$ cat config.mk
export PLATFORM = sky130hd
export DESIGN_NAME = rgb_par_out
export DESIGN_NICKNAME = d
export VERILOG_FILES = /design/src/rtl/rgb_par_out_pkg.sv /design/src/rtl/rgb_ctrl_regs.sv /design/src/rtl/rgb_lane_pack.sv /design/src/rtl/rgb_edge_launch.sv /design/src/rtl/rgb_par_out.sv
export SDC_FILE = /design/constraint.sdc
export NUM_CORES = 1
export LEC_CHECK = 0
export BUFFER_PORTS_ARGS = -buffer_cell sky130_fd_sc_hd__clkbuf_2
export CAP_MARGIN = 20
export CORE_ASPECT_RATIO = 0.7
export CORE_UTILIZATION = 50
export DETAILED_ROUTE_END_ITERATION = 12
export HOLD_SLACK_MARGIN = 0.08
export PLACE_DENSITY = 0.81
export SLEW_MARGIN = 20
export SYNTH_ARGS = -nofsm -noshare
export SYNTH_HDL_FRONTEND = slang
export SYNTH_HIERARCHICAL = 1
export SYNTH_SLANG_ARGS = --single-unit
$ cat constraint.sdc
create_clock -name clk -period 2.7 [get_ports clk]
set_input_delay 0.675 -clock clk [delete_from_list [all_inputs] [get_ports clk]]
set_output_delay 0.675 -clock clk [all_outputs]
set_load 0.005 [all_outputs]
$ cat src/rtl/rgb_par_out_pkg.sv
package rgb_par_out_pkg;

    localparam logic [31:0] FMT_ID = 32'h0064_7069;

    // control word, bit 16 down to bit 0
    typedef struct packed {
        logic       de_mode;   // 1: data-enable pin, 0: composite sync
        logic [1:0] order;
        logic [2:0] layout;
        logic       pclk_inv;
        logic       hs_inv;
        logic       vs_inv;
        logic       de_inv;
        logic       hs_fall;
        logic       vs_fall;
        logic       de_fall;
        logic       hs_off;
        logic       vs_off;
        logic       de_off;
        logic       en;
    } ctrl_t;

    localparam int CTRL_W = $bits(ctrl_t);

endpackage

$ cat src/rtl/rgb_ctrl_regs.sv
module rgb_ctrl_regs
    import rgb_par_out_pkg::*;
#(
    parameter int ADDR_W = 8
) (
    input  logic              clk,
    input  logic              rst_n,
    input  logic              wr_i,
    input  logic [ADDR_W-1:0] addr_i,
    input  logic [31:0]       wdata_i,
    output ctrl_t             ctrl_q,
    output logic [31:0]       rdata_o
);
    ctrl_t ctrl_d;
    logic  hit;
    logic  unused_wdata_hi;

    assign hit             = (addr_i == '0);
    assign unused_wdata_hi = ^wdata_i[31:CTRL_W];

    always_comb begin
        ctrl_d = ctrl_q;
        if (wr_i && hit) ctrl_d = ctrl_t'(wdata_i[CTRL_W-1:0]);
        rdata_o = hit ? {{(32-CTRL_W){1'b0}}, ctrl_q} : FMT_ID;
    end

    always_ff @(posedge clk or negedge rst_n) begin
        if (!rst_n) ctrl_q <= '0;
        else        ctrl_q <= ctrl_d;
    end


    ctrl_load_chk: assert property (@(posedge clk) disable iff (!rst_n)
        (wr_i && addr_i == '0) |=> (ctrl_q == $past(wdata_i[CTRL_W-1:0])));

    ctrl_hold_chk: assert property (@(posedge clk) disable iff (!rst_n)
        (!(wr_i && addr_i == '0)) |=> $stable(ctrl_q));
endmodule

$ cat src/rtl/rgb_lane_pack.sv
module rgb_lane_pack #(
    parameter int CH_W = 8
) (
    input  logic [1:0]        order_i,
    input  logic [2:0]        layout_i,
    input  logic [3*CH_W-1:0] pix_i,
    output logic [3*CH_W-1:0] lanes_o
);
    localparam int OUT_W = 3 * CH_W;

    logic [CH_W-1:0] r, g, b, sa, sb, sc;

    assign r = pix_i[OUT_W-1 -: CH_W];
    assign g = pix_i[2*CH_W-1 -: CH_W];
    assign b = pix_i[CH_W-1:0];

    always_comb begin
        unique case (order_i)
            2'd1:    begin sa = b; sb = g; sc = r; end
            2'd2:    begin sa = g; sb = r; sc = b; end
            2'd3:    begin sa = b; sb = r; sc = g; end
            default: begin sa = r; sb = g; sc = b; end
        endcase
    end

    always_comb begin
        unique case (layout_i)
            3'd1: lanes_o = {{(OUT_W-16){1'b0}}, sa[CH_W-1 -: 5], sb[CH_W-1 -: 6], sc[CH_W-1 -: 5]};
            3'd2: lanes_o = {{(CH_W-5){1'b0}}, sa[CH_W-1 -: 5],
                             {(CH_W-6){1'b0}}, sb[CH_W-1 -: 6],
                             {(CH_W-5){1'b0}}, sc[CH_W-1 -: 5]};
            3'd3: lanes_o = {{(CH_W-6){1'b0}}, sa[CH_W-1 -: 5], 1'b0,
                             {(CH_W-6){1'b0}}, sb[CH_W-1 -: 6],
                             {(CH_W-6){1'b0}}, sc[CH_W-1 -: 5], 1'b0};
            3'd4: lanes_o = {{(OUT_W-18){1'b0}}, sa[CH_W-1 -: 6], sb[CH_W-1 -: 6], sc[CH_W-1 -: 6]};
            3'd5: lanes_o = {{(CH_W-6){1'b0}}, sa[CH_W-1 -: 6],
                             {(CH_W-6){1'b0}}, sb[CH_W-1 -: 6],
                             {(CH_W-6){1'b0}}, sc[CH_W-1 -: 6]};
            3'd6: lanes_o = {sa, sb, sc};
            default: lanes_o = '0;
        endcase
    end
endmodule

$ cat src/rtl/rgb_edge_launch.sv
module rgb_edge_launch (
    input  logic clk,
    input  logic rst_n,
    input  logic fall_i,
    input  logic d_i,
    output logic q_o
);
    logic fall_q;

    always_ff @(negedge clk or negedge rst_n) begin
        if (!rst_n) fall_q <= 1'b0;
        else        fall_q <= d_i;
    end

    assign q_o = fall_i ? fall_q : d_i;


    fall_launch_chk: assert property (@(posedge clk) disable iff (!rst_n)
        fall_i |-> (q_o == d_i));
endmodule

$ cat src/rtl/rgb_par_out.sv
module rgb_par_out
    import rgb_par_out_pkg::*;
#(
    parameter int CH_W   = 8,
    parameter int ADDR_W = 8
) (
    input  logic              clk,
    input  logic              rst_n,
    input  logic              reg_wr_i,
    input  logic [ADDR_W-1:0] reg_addr_i,
    input  logic [31:0]       reg_wdata_i,
    output logic [31:0]       reg_rdata_o,
    input  logic [3*CH_W-1:0] pix_i,
    input  logic              hs_i,
    input  logic              vs_i,
    input  logic              de_i,
    output logic [3*CH_W-1:0] data_o,
    output logic              hs_o,
    output logic              vs_o,
    output logic              de_o,
    output logic              pclk_o
);
    localparam int OUT_W = 3 * CH_W;
    localparam int N_CTL = 3;

    typedef struct packed {
        logic [OUT_W-1:0] data;
        logic [N_CTL-1:0] ctl;   // {hs, vs, de}
        logic             en_prev;
    } out_t;

    ctrl_t            ctrl_q;
    out_t             out_d, out_q;
    logic [OUT_W-1:0] lanes;
    logic [N_CTL-1:0] fall_sel, ctl_pins;
    logic             de_src;

    rgb_ctrl_regs #(.ADDR_W(ADDR_W)) u_regs (
        .clk(clk), .rst_n(rst_n), .wr_i(reg_wr_i), .addr_i(reg_addr_i),
        .wdata_i(reg_wdata_i), .ctrl_q(ctrl_q), .rdata_o(reg_rdata_o)
    );

    rgb_lane_pack #(.CH_W(CH_W)) u_pack (
        .order_i(ctrl_q.order), .layout_i(ctrl_q.layout),
        .pix_i(pix_i), .lanes_o(lanes)
    );

    always_comb begin
        de_src            = ctrl_q.de_mode ? de_i : (~hs_i & ~vs_i);
        out_d.en_prev     = ctrl_q.en;
        out_d.data        = lanes;
        out_d.ctl[2]      = (hs_i   ^ ctrl_q.hs_inv) & ~ctrl_q.hs_off;
        out_d.ctl[1]      = (vs_i   ^ ctrl_q.vs_inv) & ~ctrl_q.vs_off;
        out_d.ctl[0]      = (de_src ^ ctrl_q.de_inv) & ~ctrl_q.de_off;
        if (!ctrl_q.en || !out_q.en_prev) begin
            out_d.data = '0;
            out_d.ctl  = '0;
        end
    end

    always_ff @(posedge clk or negedge rst_n) begin
        if (!rst_n) out_q <= '0;
        else        out_q <= out_d;
    end

    assign fall_sel = {ctrl_q.hs_fall, ctrl_q.vs_fall, ctrl_q.de_fall};

    for (genvar i = 0; i < N_CTL; i++) begin : g_launch
        rgb_edge_launch u_launch (
            .clk(clk), .rst_n(rst_n), .fall_i(fall_sel[i]),
            .d_i(out_q.ctl[i]), .q_o(ctl_pins[i])
        );
    end

    assign data_o = out_q.data;
    assign hs_o   = ctl_pins[2];
    assign vs_o   = ctl_pins[1];
    assign de_o   = ctl_pins[0];
    assign pclk_o = ctrl_q.en & (clk ^ ctrl_q.pclk_inv);


    off_zero_chk: assert property (@(posedge clk) disable iff (!rst_n)
        !ctrl_q.en |=> (data_o == '0 && hs_o == 1'b0 && vs_o == 1'b0 && de_o == 1'b0));

    turn_on_flush_chk: assert property (@(posedge clk) disable iff (!rst_n)
        $rose(ctrl_q.en) |=> (data_o == '0 && out_q.ctl == '0));

    full_depth_pass_chk: assert property (@(posedge clk) disable iff (!rst_n)
        (ctrl_q.en && out_q.en_prev && ctrl_q.layout == 3'd6 && ctrl_q.order == 2'd0)
        |=> (data_o == $past(pix_i)));

    hs_off_chk: assert property (@(posedge clk) disable iff (!rst_n)
        ctrl_q.hs_off |=> (hs_o == 1'b0));
endmodule

# After elaboration in Yosys (flattened, before gate mapping)
# Cells that the tools add are included.
# op_classes
eq_ne,9
n_mux,10
bitwise_logic,14
reduce_logical,7
# ops
cell,count
one-hot mux 24 bit (6 select lines),1
one-hot mux 8 bit (2 select lines),2
2-to-1 mux 27 bit,1
2-to-1 mux 23 bit,1
== test 3 bit (second input constant),3
logical NOT 8 bit,1
2-to-1 mux 8 bit,1
== test 3 x 2 -> 1 bit (second input constant),2
AND 1 bit,5
NOT 1 bit,5
== test 2 bit (second input constant),2
2-to-1 mux 1 bit,4
OR reduction 2 bit,2
bitwise XOR 1 bit,4
== test 3 x 1 -> 1 bit (second input constant),1
== test 2 x 1 -> 1 bit (second input constant),1
logical NOT 1 bit,2
logical AND 1 bit,1
logical OR 1 bit,1
# totals
reg_bits,48
word_cells,60

# Longest topological paths before layout
# depth
word_depth,6
ltp_mapped,7
depth_no_buf,5

# By module
# The synthesis kept the hierarchy.
# modules_own_cells
module,instances,cells_per_inst,area_per_inst_um2,seq_area_each_um2
rgb_lane_pack,1,176,1189.9,0.0
rgb_par_out,1,92,1133.6,700.7
rgb_ctrl_regs,1,74,940.9,425.4
rgb_edge_launch,3,2,40.0,25.0

==> tab_implementation.tex <==
\begin{tabular}{lr}
\hline
Metric & Value \\
\hline
\multicolumn{2}{l}{\textbf{Status}} \\
\quad Status & complete, but fails checks \\
\quad Failing checks & negative setup slack \\
\multicolumn{2}{l}{\textbf{Worst hold path}} \\
\quad Type of the worst min-delay path & in2async \\
\multicolumn{2}{l}{\textbf{Placement}} \\
\quad Placer Congestion & between 0.9 and 1 \\
\quad Worst slack after detailed placement & -0.009796 ns \\
\quad Inst Count DP & roughly 500 \\
\quad Detail Placement HPWL & around 6400 um \\
\quad Number of I/O port buffers & 102 \\
\multicolumn{2}{l}{\textbf{Floorplanning}} \\
\quad Number of placement rows & 24 \\
\quad Core Footprint & 6366 sq um \\
\quad Initial Util & 0.5316 \\
\quad Die area & 7107 sq um \\
\quad Horizontal die dimension & about 100 um \\
\quad Top-level I/O count & 130 \\
\quad Vertical die dimension & around 70 um \\
\multicolumn{2}{l}{\textbf{Detailed routing}} \\
\quad Number of DRC markers after the initial detailed-route iteration & $\sim$300 \\
\quad Met3 wire length & 877 um \\
\quad Via count & 2901 \\
\quad Met1 wire length & about 3800 um \\
\quad Wire length on met2 & around 3700 um \\
\quad Number of antenna-violating nets in the routed design & 0 \\
\quad Top routing layer used & met4 \\
\quad Via count normalized by instance count & $\sim$5.7 \\
\quad Number of detailed-route iterations in the first pass & 6 \\
\quad Post-route DRC violation count & 0 \\
\quad Routed Wire Length & roughly 8500 um \\
\quad Routed wire per std cell & between 15 and 20 um \\
\multicolumn{2}{l}{\textbf{Synth}} \\
\quad Average size of a mapped cell & 9.726 sq um \\
\quad Main synth FF type & dfrtp\_1 \\
\quad Netlist area before placement & between 3000 and 4000 sq um \\
\quad Warning count from the yosys run & 6 \\
\quad Cell count after synthesis & roughly 350 \\
\quad Proportion of synthesized flip-flops having asynchronous set or reset & 1.000 \\
\quad Number of enable-type register cells in the synthesized netlist & 0 \\
\quad Sequential share of the synthesized area & 0.3549 \\
\quad Cell variety after synth & 58 \\
\quad Flops \& latches, synth & 48 \\
\multicolumn{2}{l}{\textbf{Layout}} \\
\quad Net count, final & between 400 and 500 \\
\quad Number of inserted diodes & 0 \\
\quad Signed area change from the synthesized netlist to the final layout & 14.68\% \\
\quad Fraction of layout cells with a size suffix above 1 & 0.3857 \\
\quad Number of inserted filler cells in the final layout & around 560 \\
\quad Layout Cells excl Fill & between 500 and 600 \\
\multicolumn{2}{l}{\textbf{Worst setup path}} \\
\quad Crit-path max FO & 1 \\
\quad Element type at the critical path start & register \\
\quad Crit path cell chain & mux2\_4 -> clkbuf\_2 \\
\quad Register-to-register path setup slack & around 0.53 ns \\
\quad Startpoint of the most critical register-to-register path & u\_regs/ctrl\_q[15] \\
\quad Path depth of the worst reg2reg path & 5 \\
\quad Data required time of the critical path & 2.03 ns \\
\quad R2r endpoint & data\_o[9] \\
\quad Number of buffers and inverters on the critical path & 1 \\
\quad Critical Path Max Stage Delay & 0.34 ns \\
\quad Critical path endpoint category & output pin \\
\quad Slowest stage cell, crit path & dfrtn\_1 \\
\quad Dominant delay contributor by cell family on the critical path & flip-flops \\
\quad Arr. time, crit path & roughly 2.5 ns \\
\quad Critical path type & reg2out \\
\multicolumn{2}{l}{\textbf{Timing}} \\
\quad PnR worst setup slack & -0.4601 ns \\
\quad Final setup violation count & 3 \\
\quad RSZ-0062 raised after global routing & yes \\
\quad Worst Max-Slew Pin Slew & 0.6187 ns \\
\quad Final Hold Fails & 0 \\
\quad Maximum clock skew at final layout & 0.01154 ns \\
\quad Slew Limit Fails & 0 \\
\quad Worst relative slew slack & 0.5875 \\
\quad Total Neg Setup Slack & -1.359 ns \\
\multicolumn{2}{l}{\textbf{CTS}} \\
\quad Number of hold buffers added after CTS & 0 \\
\quad Clk Latency, worst-skew pair & around 0.43 ns \\
\quad Clock tree from TritonCTS & yes \\
\quad Count of buffers added by post-CTS timing repair for setup & 0 \\
\quad Clk pin slew, worst setup/hold paths & $\sim$0.10 ns \\
\multicolumn{2}{l}{\textbf{Pwr}} \\
\quad IR Drop Worst-Case VDD & 0.2267 mV \\
\quad Lkg Pwr & approximately 2.0 nW \\
\quad Power per Cell Area & between 400 and 500 nW/um\^{}2 \\
\multicolumn{2}{l}{\textbf{Global route}} \\
\quad Maximum number of pins on one net before global-route repair & 29 \\
\quad Vias in the first global route & between 2k and 3k \\
\quad Remaining global-route overflow & 0 \\
\quad Antenna violations before repair & 0 \\
\quad First-pass GRT wire length & about 14000 um \\
\quad Global Route Usage Sum & 0.2556 \\
\multicolumn{2}{l}{\textbf{Flow run}} \\
\quad Max-cap violation count & 0 \\
\hline
\end{tabular}
## stage by stage
step / area [sq um] / utilization / hold WS [ns] / total power [mW]
floorplan: 3426 / - / 0.3794 / 0.9584
global placement: 3709 / 0.5825 / 0.4412 / 1.048
detailed placement: 3709 / 0.5825 / 0.4565 / 1.053
CTS: 3887 / 0.6107 / 0.1114 / 1.813
global route: 3881 / 0.6097 / 0.1076 / 1.847
finish: 3881 / 0.6097 / 0.1113 / 1.773
## repair_timing
action                                 4_1_cts  5_1_grt
setup endpoints to repair                    3        4
resized for setup                            0        2
endpoints found under the hold margin        0        0
## metal layers
metal  track usage  vias to the layer above
met5             0                        -
met4       0.09662                        0
met3       0.06621                       13
met2        0.3645                      182
met1        0.3722                     1353
li1              -                     1353
## flip-flops by register name, indices dropped and copies added, names as in the netlist
register	cells
u_regs/ctrl_q	17
data_o	24
out_q	4
g_launch.u_launch/fall_q	3
## worst max-delay path by stage
stage | cells after the start | end | startpoint
2_1_floorplan | 1 | de_o | g_launch[0].u_launch/fall_q
3_3_place_gp | 2 | hs_o | g_launch[2].u_launch/fall_q
3_5_place_dp | 2 | de_o | g_launch[0].u_launch/fall_q
4_1_cts | 2 | de_o | g_launch[0].u_launch/fall_q
5_1_grt | 2 | hs_o | g_launch[2].u_launch/fall_q
6_report | 2 | de_o | g_launch[0].u_launch/fall_q
## logic make-up after synthesis
family | Yosys count | synth area share
AND/OR/NAND/NOR | 109 | 0.1845
flip-flops | 48 | 0.3549
other | 1 | 0.001108
AO/OA/AOI/OAI | 81 | 0.1745
XOR/XNOR | 3 | 0.007765
buffers and inverters | 66 | 0.1286
multiplexers | 40 | 0.1486
## synth_stat cells, types with 2 or more instances
master / count / area [sq um]
a211o_1: 2 / 17.52
a211oi_1: 14 / 105.1
a21o_1: 3 / 22.52
a21oi_1: 7 / 35.03
a22o_1: 2 / 17.52
a2bb2oi_1: 5 / 43.79
a31oi_1: 4 / 25.02
a32oi_1: 3 / 26.28
and2_1: 3 / 18.77
and3_1: 34 / 212.7
buf_2: 3 / 15.01
buf_4: 41 / 307.8
buf_6: 4 / 45.04
clkbuf_1: 13 / 48.80
dfrtn_1: 3 / 75.07
dfrtp_1: 45 / 1126
inv_1: 4 / 15.01
mux2_2: 9 / 101.4
mux2_4: 15 / 225.2
mux2i_1: 14 / 140.1
nand2_1: 15 / 56.30
nand2b_1: 13 / 81.33
nand3_1: 3 / 15.01
nor2_1: 21 / 78.83
nor2b_1: 6 / 37.54
nor3_1: 4 / 20.02
nor4_2: 2 / 25.02
o2111ai_1: 2 / 17.52
o211ai_1: 3 / 22.52
o21ai_0: 16 / 80.08
o22ai_1: 4 / 25.02
o2bb2ai_1: 4 / 35.03
xnor2_1: 2 / 17.52
## area by class of cell
| cell class | instances | area [sq um] | area share |
|---|---|---|---|
| well taps | 91 | 113.9 | 0.02934 |
| clock inverters | 3 | 68.82 | 0.01773 |
| clock buffers | 8 | 101.3 | 0.02611 |
| inverters | 5 | 18.77 | 0.004836 |
| multi-input cells | 245 | 1797 | 0.4629 |
| repair buffers | 111 | 580.6 | 0.1496 |
| flip-flops and latches | 48 | 1201 | 0.3095 |
## placed cells by master (no fill, tap or decap), types with 5 or more instances in the layout
cell type	n
o21ai_0	16
mux2i_1	14
mux2_4	15
mux2_2	9
dfrtp_1	45
clkbuf_2	101
a21oi_1	7
buf_4	10
a2bb2oi_1	5
conb_1	12
nand2_1	15
a211oi_1	14
nor2_1	21
and3_1	34
nor2b_1	6
clkbuf_8	7
nand2b_1	13
## power breakdown
group          internal [mW]  switching (mW)  leakage (nW)
Sequential             0.731          0.0233         0.668
Clock                  0.448           0.287        0.0984
Combinational          0.120           0.164          1.26
No activity file was read; power rests on OpenSTA's default activity.
